File: config.mk
export PLATFORM = sky130hd
export DESIGN_NAME = fpx_recorder
export DESIGN_NICKNAME = d
export VERILOG_FILES = /design/src/rtl/fpx_pkg.sv /design/src/rtl/fpx_trap_decide.sv /design/src/rtl/fpx_prio_pick.sv /design/src/rtl/fpx_status_merge.sv /design/src/rtl/fpx_pc_step.sv /design/src/rtl/fpx_recorder.sv
export SDC_FILE = /design/constraint.sdc
export NUM_CORES = 1
export LEC_CHECK = 0
export CELL_PAD_IN_SITES_DETAIL_PLACEMENT = 1
export CELL_PAD_IN_SITES_GLOBAL_PLACEMENT = 2
export CORE_MARGIN = 3
export CORE_UTILIZATION = 24
export DETAILED_ROUTE_END_ITERATION = 10
export GPL_TIMING_DRIVEN = 0
export PLACE_DENSITY = 0.85
export SYNTH_ARGS = -nofsm -noshare
export SYNTH_HDL_FRONTEND = slang
export SYNTH_SLANG_ARGS = --single-unit
File: constraint.sdc
create_clock -name clk -period 1.2 [get_ports clk]
set_input_delay 0.36 -clock clk [delete_from_list [all_inputs] [get_ports clk]]
set_output_delay 0.36 -clock clk [all_outputs]
set_load 0.02 [all_outputs]
File: src/rtl/fpx_pkg.sv
package fpx_pkg;
   localparam int unsigned FPX_FLAG_W  = 5;
   localparam int unsigned FPX_WORD_W  = 64;
   localparam int unsigned FPX_ADDR_W  = 64;

   // flag positions inside the flag vector (also the priority order)
   localparam int unsigned FPX_NV = 4;
   localparam int unsigned FPX_OF = 3;
   localparam int unsigned FPX_UF = 2;
   localparam int unsigned FPX_DZ = 1;
   localparam int unsigned FPX_NX = 0;

   // status word field placement
   localparam int unsigned FPX_ENA_LSB  = 23;
   localparam int unsigned FPX_HIST_LSB = 5;
   localparam int unsigned FPX_CUR_LSB  = 0;
   localparam int unsigned FPX_TTYP_BIT = 14;

   localparam int unsigned FPX_PC_STEP  = 4;

   typedef logic [FPX_FLAG_W-1:0] fpx_flags_t;
endpackage

File: src/rtl/fpx_trap_decide.sv
module fpx_trap_decide #(
   parameter int unsigned FLAG_W = 5
) (
   input  logic [FLAG_W-1:0] raised_i,
   input  logic [FLAG_W-1:0] enable_i,
   output logic [FLAG_W-1:0] armed_o,
   output logic              take_o
);
   always_comb begin
      armed_o = raised_i & enable_i;
      take_o  = |armed_o;
   end
endmodule

File: src/rtl/fpx_prio_pick.sv
module fpx_prio_pick #(
   parameter int unsigned FLAG_W   = 5,
   parameter bit          HIGH_WIN = 1'b1
) (
   input  logic [FLAG_W-1:0] req_i,
   output logic [FLAG_W-1:0] pick_o
);
   logic [FLAG_W:0] seen;

   generate
      if (HIGH_WIN) begin : g_top_down
         assign seen[FLAG_W] = 1'b0;
         for (genvar i = FLAG_W; i > 0; i--) begin : g_bit
            assign pick_o[i-1] = req_i[i-1] & ~seen[i];
            assign seen[i-1]   = seen[i] | req_i[i-1];
         end
      end else begin : g_bottom_up
         assign seen[0] = 1'b0;
         for (genvar i = 0; i < FLAG_W; i++) begin : g_bit
            assign pick_o[i] = req_i[i] & ~seen[i];
            assign seen[i+1] = seen[i] | req_i[i];
         end
      end
   endgenerate

   logic unused_tail;
   generate
      if (HIGH_WIN) begin : g_tail_hi
         assign unused_tail = seen[0];
      end else begin : g_tail_lo
         assign unused_tail = seen[FLAG_W];
      end
   endgenerate
   logic unused_ok;
   assign unused_ok = unused_tail;
endmodule

File: src/rtl/fpx_status_merge.sv
module fpx_status_merge #(
   parameter int unsigned WORD_W   = 64,
   parameter int unsigned FLAG_W   = 5,
   parameter int unsigned HIST_LSB = 5,
   parameter int unsigned CUR_LSB  = 0,
   parameter int unsigned TTYP_BIT = 14
) (
   input  logic [WORD_W-1:0] stat_i,
   input  logic [FLAG_W-1:0] raised_i,
   input  logic [FLAG_W-1:0] cause_i,
   input  logic              take_i,
   output logic [WORD_W-1:0] stat_o
);
   logic [FLAG_W-1:0] cur_new;
   logic [FLAG_W-1:0] hist_new;

   always_comb begin
      cur_new  = take_i ? cause_i : raised_i;
      hist_new = stat_i[HIST_LSB +: FLAG_W] | (take_i ? '0 : raised_i);
      stat_o   = stat_i;
      stat_o[CUR_LSB  +: FLAG_W] = cur_new;
      stat_o[HIST_LSB +: FLAG_W] = hist_new;
      if (take_i) begin
         stat_o[TTYP_BIT] = 1'b1;
      end
   end
endmodule

File: src/rtl/fpx_pc_step.sv
module fpx_pc_step #(
   parameter int unsigned ADDR_W = 64,
   parameter int unsigned STEP   = 4
) (
   input  logic [ADDR_W-1:0] pc_i,
   input  logic [ADDR_W-1:0] npc_i,
   input  logic              hold_i,
   output logic [ADDR_W-1:0] pc_o,
   output logic [ADDR_W-1:0] npc_o
);
   localparam logic [ADDR_W-1:0] STEP_V = ADDR_W'(STEP);

   always_comb begin
      if (hold_i) begin
         pc_o  = pc_i;
         npc_o = npc_i;
      end else begin
         pc_o  = npc_i;
         npc_o = npc_i + STEP_V;
      end
   end
endmodule

File: src/rtl/fpx_recorder.sv
module fpx_recorder
   import fpx_pkg::*;
#(
   parameter int unsigned WORD_W   = FPX_WORD_W,
   parameter int unsigned FLAG_W   = FPX_FLAG_W,
   parameter int unsigned ADDR_W   = FPX_ADDR_W,
   parameter int unsigned ENA_LSB  = FPX_ENA_LSB,
   parameter int unsigned HIST_LSB = FPX_HIST_LSB,
   parameter int unsigned CUR_LSB  = FPX_CUR_LSB,
   parameter int unsigned TTYP_BIT = FPX_TTYP_BIT,
   parameter int unsigned PC_STEP  = FPX_PC_STEP,
   parameter bit          HIGH_WIN = 1'b1
) (
   input  logic              clk,
   input  logic              rst_n,
   input  logic              rec_valid_i,
   input  logic [FLAG_W-1:0] flags_i,
   input  logic [WORD_W-1:0] stat_i,
   input  logic [ADDR_W-1:0] pc_i,
   input  logic [ADDR_W-1:0] npc_i,
   output logic [WORD_W-1:0] stat_o,
   output logic              trap_o,
   output logic [ADDR_W-1:0] pc_o,
   output logic [ADDR_W-1:0] npc_o
);
   localparam int unsigned ENA_MSB  = ENA_LSB  + FLAG_W - 1;
   localparam int unsigned HIST_MSB = HIST_LSB + FLAG_W - 1;
   localparam int unsigned CUR_MSB  = CUR_LSB  + FLAG_W - 1;

   // elaboration-time parameter checks
   generate
      if (FLAG_W == 0) begin : g_bad_flag_w
         $error("FLAG_W must be nonzero");
      end
      if (ENA_MSB >= WORD_W || HIST_MSB >= WORD_W || CUR_MSB >= WORD_W) begin : g_bad_fit
         $error("status fields exceed WORD_W");
      end
      if (TTYP_BIT >= WORD_W) begin : g_bad_ttyp
         $error("TTYP_BIT outside status word");
      end
      if (!(HIST_LSB > CUR_MSB || CUR_LSB > HIST_MSB)) begin : g_bad_ovl_a
         $error("history and current fields overlap");
      end
      if (!(ENA_LSB > HIST_MSB || HIST_LSB > ENA_MSB)) begin : g_bad_ovl_b
         $error("enable and history fields overlap");
      end
      if (!(ENA_LSB > CUR_MSB || CUR_LSB > ENA_MSB)) begin : g_bad_ovl_c
         $error("enable and current fields overlap");
      end
      if ((TTYP_BIT >= CUR_LSB  && TTYP_BIT <= CUR_MSB) ||
          (TTYP_BIT >= HIST_LSB && TTYP_BIT <= HIST_MSB) ||
          (TTYP_BIT >= ENA_LSB  && TTYP_BIT <= ENA_MSB)) begin : g_bad_ovl_d
         $error("trap-type bit inside a flag field");
      end
      if (PC_STEP == 0) begin : g_bad_step
         $error("PC_STEP must be nonzero");
      end
   endgenerate

   logic [FLAG_W-1:0] armed;
   logic [FLAG_W-1:0] cause;
   logic              take;
   logic [WORD_W-1:0] stat_nx;
   logic [ADDR_W-1:0] pc_nx;
   logic [ADDR_W-1:0] npc_nx;

   fpx_trap_decide #(.FLAG_W(FLAG_W)) u_decide (
      .raised_i (flags_i),
      .enable_i (stat_i[ENA_LSB +: FLAG_W]),
      .armed_o  (armed),
      .take_o   (take)
   );

   fpx_prio_pick #(.FLAG_W(FLAG_W), .HIGH_WIN(HIGH_WIN)) u_pick (
      .req_i  (armed),
      .pick_o (cause)
   );

   fpx_status_merge #(
      .WORD_W   (WORD_W),
      .FLAG_W   (FLAG_W),
      .HIST_LSB (HIST_LSB),
      .CUR_LSB  (CUR_LSB),
      .TTYP_BIT (TTYP_BIT)
   ) u_merge (
      .stat_i   (stat_i),
      .raised_i (flags_i),
      .cause_i  (cause),
      .take_i   (take),
      .stat_o   (stat_nx)
   );

   fpx_pc_step #(.ADDR_W(ADDR_W), .STEP(PC_STEP)) u_step (
      .pc_i   (pc_i),
      .npc_i  (npc_i),
      .hold_i (take),
      .pc_o   (pc_nx),
      .npc_o  (npc_nx)
   );

   // R1 reset, R9 hold when idle
   always_ff @(posedge clk or negedge rst_n) begin
      if (!rst_n) begin
         stat_o <= '0;
         trap_o <= 1'b0;
         pc_o   <= '0;
         npc_o  <= '0;
      end else if (rec_valid_i) begin
         stat_o <= stat_nx;
         trap_o <= take;
         pc_o   <= pc_nx;
         npc_o  <= npc_nx;
      end
   end
endmodule


Word-level counts from Yosys, hierarchy flattened

Cells that the tools add are included.

Multiplexer cells: 5
Reductions and logical operators: 1
Add/subtract/negate cells: 1
Bitwise operators: 13

Operators with widths:

| operator                                                        | count |
|---|---|
| 64-bit 2-to-1 mux                                               | 2 |
| 64-bit by 3-bit adder with 64-bit output, second input constant | 1 |
| 5-bit 2-to-1 mux                                                | 2 |
| 5-bit bitwise AND                                               | 1 |
| 5-bit OR                                                        | 1 |
| 5-bit OR reduction                                              | 1 |
| 1-bit bitwise AND                                               | 4 |
| 1-bit inverter                                                  | 4 |
| 1-bit OR                                                        | 3 |
| 1-bit 2-to-1 mux                                                | 1 |

Bits in registers: 193
Input port bits: 200
Word-level logic and storage cells: 24
Output and inout bits: 193

Depth between registers and ports, before layout

Depth after elaboration: 7
Gate-level depth with buffers: 9
Depth with buffers taken out: 6

Modules after synthesis

A second synthesis with hierarchy kept.

Cells, all modules: 784
Area total of the unflattened synthesis: 10129.7 µm²

Modules (own cells, without submodules):

| module           | times used | cells an instance | sequential area each (µm²) | area each (µm²) |
|---|---|---|---|---|
| fpx_recorder     | 1          | 407               | 4829.6                     | 7219.4 |
| fpx_pc_step      | 1          | 289               | 0.0                        | 2259.7 |
| fpx_status_merge | 1          | 75                | 0.0                        | 545.5 |
| fpx_prio_pick    | 1          | 6                 | 0.0                        | 55.1 |
| fpx_trap_decide  | 1          | 7                 | 0.0                        | 50.0 |

Least setup slack after synthesis

Ideal clock, no wire load.

Path type: input-to-reg
Start point: in npc_i[5]
End point: reg npc_o[55]
Setup time: 0.141 ns
Path slack: -1.067 ns
Required time: 1.059 ns
Stages on the path: 9
Buffers on the path: 4
Data arrival time: 2.126 ns
Cells stage by stage: buf_2 -> nand4_1 -> or3_1 -> buf_2 -> or3_1 -> buf_2 -> buf_2 -> o41ai_1 -> a31oi_1

Longest elaborated chain between the ends: 2

Ends and longest elaborated chain:

| element                                  | RTL line            | text |
|---|---|---|
| from (decl)                              | fpx_recorder.sv:20  | `input logic [ADDR_W-1:0] npc_i,` |
| 64-bit by 3-bit adder with 64-bit output | fpx_pc_step.sv:19   | `npc_o = npc_i + STEP_V;` |
| 64-bit 2-to-1 mux                        | fpx_pc_step.sv:14   | `if (hold_i) begin` |
| to (signal assigned)                     | fpx_recorder.sv:112 | `npc_o <= npc_nx;` |
| to (decl)                                | fpx_recorder.sv:24  | `output logic [ADDR_W-1:0] npc_o` |

Every way passes these cells.
A chain may end at the register's enable or synchronous reset.

Worst setup path after layout

Start point: in flags_i[4]
End point: reg npc_o[47]

Longest elaborated chain between the ends: 3

Ends and longest elaborated chain:

| element            | RTL line              | text |
|---|---|---|
| from (decl)        | fpx_recorder.sv:17    | `input logic [FLAG_W-1:0] flags_i,` |
| 5-bit bitwise AND  | fpx_trap_decide.sv:10 | `armed_o = raised_i & enable_i;` |
| 5-bit OR reduction | fpx_trap_decide.sv:11 | `take_o = \|armed_o;` |
| 64-bit 2-to-1 mux  | fpx_pc_step.sv:14     |  |

Every way passes these cells.

==> metrics.txt <==
status complete, but fails checks; failing checks negative hold slack, negative setup slack; final worst path period share 165%; Starting DRT DRC Count between 400 and 500; Filler cells between 4k and 5k; leakage roughly 0.0080 uW; worst r2r path cells 5; per-cell routed wire length between 20 and 25 um; area of the core 0.0379 mm2; antenna violations before repair 3; setup slack, reg-to-reg -70 ps; commonest non-fill, non-tap cells in the layout buf_6, dfrtp_1, buf_4, nor2_1, clkdlybuf4s50_1; vias per cell roughly 4.9; Fmax achieved about 0.51 GHz; share of cells above drive strength 1 around 47%; Starting Density approximately a quarter; DR vias about 10k; most common cell after layout, fill and taps aside buf_6; Critical Path Sink npc_o[47]; Post-synth EDFFs 0; Ports between 300 and 400; Antenna Nets Post-Route 0; DP HPWL ~32,000 um; Clk network pwr share between 20 and 30%; sequential power share 38.1%; Die H between 200 and 250 um; power per cell area 1120 mW/mm2; Final Hold Viols 84; Synth warnings 0; GP Congestion ~0.76; worst reg2reg endpoint npc_o[58]; total track usage between 20% and 30%; count of buffers from port buffering 383; #FFs+latches synth just under 200; Sw Pwr between 6000 and 7000 uW; Tot Pwr roughly 20,000 uW; worst setup margin -777 ps; top cells by area, synth dfrtp_1, nand2_1, mux2_2; TritonRoute pass-1 iters 4; mean post-synth cell area approximately 9.3 um2; clk_skew 0 ps; Clock Tree Buf Depth 2; row count 71; clock transition at the registers of the reported paths about 80 ps; CP required roughly 1600 ps; CTS H-tree depth 4; fin crit period 1980 ps; Worst Setup SP flags_i[4]; reg-to-reg startpoint npc_o[58]; CTS tree yes; Slew Limit Fails 0; Comb pwr share between 30 and 40%; Die Wd between 200 and 250 um; largest net degree at the start of global routing between 100 and 150; post-synth top area share between 50% and 60%; Synth Instances ~1.0k; CTS Buf Count 17; Synth area leader dfrtp_1; WL final about 47,000 um; Inserted Diodes 0; worst skew pair latency around 450 ps; worst path arrival time about 2400 ps; Rel. slew slack between 40% and 50%; die area a little over 0.04 mm2; Worst Max-Slew Pin Slew 869 ps; VDD IR max 984 uV; CP max FO 5; Post-Syn Nets between 1k and 1.5k; synth unique cells 52; final net count ~1.8k; nature of the critical path endpoint register; sequential cell area fraction in the yosys report about half; internal power about 14,000 uW; DRC errors left 0; vias in the first global route approximately 11k; HP Class in -> async; mapped cell area 0.00930 mm2; P&R area growth vs syn 94.4%; RSZ-0062 raised after global routing yes; clk sinks between 150 and 200; WHS -66.3 ps; count of final setup violators 330; Max Cap Viol 0; root buffer cell clkbuf_16; first-pass GRT wire length between 60,000 and 70,000 um; most used flip-flop cell after synthesis dfrtp_1; asr flop ratio synth 100%; critical path type in -> reg; final core occ 47.6%; grt ovf 0; Startpoint Class input port; Sw Share 32.9%
## power groups by stage
| stage | combinational, uW | clock [uW] | sequential (uW) |
|---|---|---|---|
| floorplan | 1340 | 0 | 8510 |
| global placement | 5080 | 0 | 7660 |
| detailed placement | 5160 | 0 | 7680 |
| CTS | 5940 | 6090 | 7700 |
| global route | 6990 | 6380 | 7790 |
| finish | 6580 | 5940 | 7700 |
## registers in the layout, indices dropped and copies added, names as in the netlist
signal	cells
stat_o	64
npc_o	64
trap_o	1
pc_o	64
## what timing repair did
action | 4_1_cts | 5_1_grt
resized for setup | 1504 | 251
pin swaps | 102 | 118
endpoints found under the hold margin | 88 | 57
gates cloned | 14 | 5
buffers inserted | 96 | 65
endpoints found under the setup margin | 331 | 330
## cells in the mapped netlist, drive strengths merged (13+ instances only)
cell / number
dfrtp: 193
nand2: 178
nor2: 133
a31oi: 86
clkbuf: 62
mux2: 57
a21oi: 46
nand3: 29
xnor2: 23
nand4: 17
and3: 16
or4: 16
nor4: 15
inv: 14
o21ai: 13
## metrics by stage
stage	setup WS, ps	setup TNS (ps)	instances	area (um2)
floorplan	-960	-73380	1000	9760
global placement	-9170	-1994550	1894	14200
detailed placement	-2240	-267790	1895	14300
CTS	-768	-116770	2032	16700
global route	-812	-116980	2095	18100
finish	-777	-101410	2095	18100
## critical path, stage by stage
cell and delay [ps]:
buf_8 100, a222oi_1 370, buf_4 270, nand2_8 70, or4_4 510, or4_4 480
a31oi_1 170
## worst min-delay path by stage
stage | start | endpoint | depth (start not counted)
finish | rst_n | pc_o[6] | 1
global route | rst_n | stat_o[10] | 1
detailed placement | rst_n | pc_o[6] | 1
CTS | rst_n | pc_o[6] | 1
global placement | stat_o[3] | stat_o[3] | 1
floorplan | rst_n | npc_o[0] | 0
## final cells by class
type | count | area (um2) | share of cell area (%)
plain buffers | 67 | 853 | 4.72
clock buffers | 18 | 439 | 2.43
clock inverters | 14 | 148 | 0.817
inverters | 14 | 52.6 | 0.291
multi-input cells | 721 | 5410 | 30.0
flip-flops and latches | 193 | 4830 | 26.7
well taps | 511 | 639 | 3.54
repair buffers | 557 | 5690 | 31.5
## cells by family (layout without fill, tap and decap cells)
family,after synthesis,in the layout,share of synthesized area (%)
compound gates,179,179,12.1
xor+xnor,28,28,2.64
fa+ha+maj,1,1,0.135
buf+inv,87,670,3.65
flops,193,193,52.0
mux,59,59,7.12
simple gates,453,454,22.4
## layer usage
layer / wire, um / share of wire (%) / up-vias / GRT usage [%]
li1: - / - / 4677 / -
met1: 19200 / 41 / 5156 / 27.1
met2: 23900 / 51 / 284 / 37.1
met3: 3380 / 7.1 / 46 / 6.29
met4: 790 / 1.7 / 6 / 5.54
met5: 30 / 0.063 / - / 0
No activity file was read; power rests on OpenSTA's default activity.
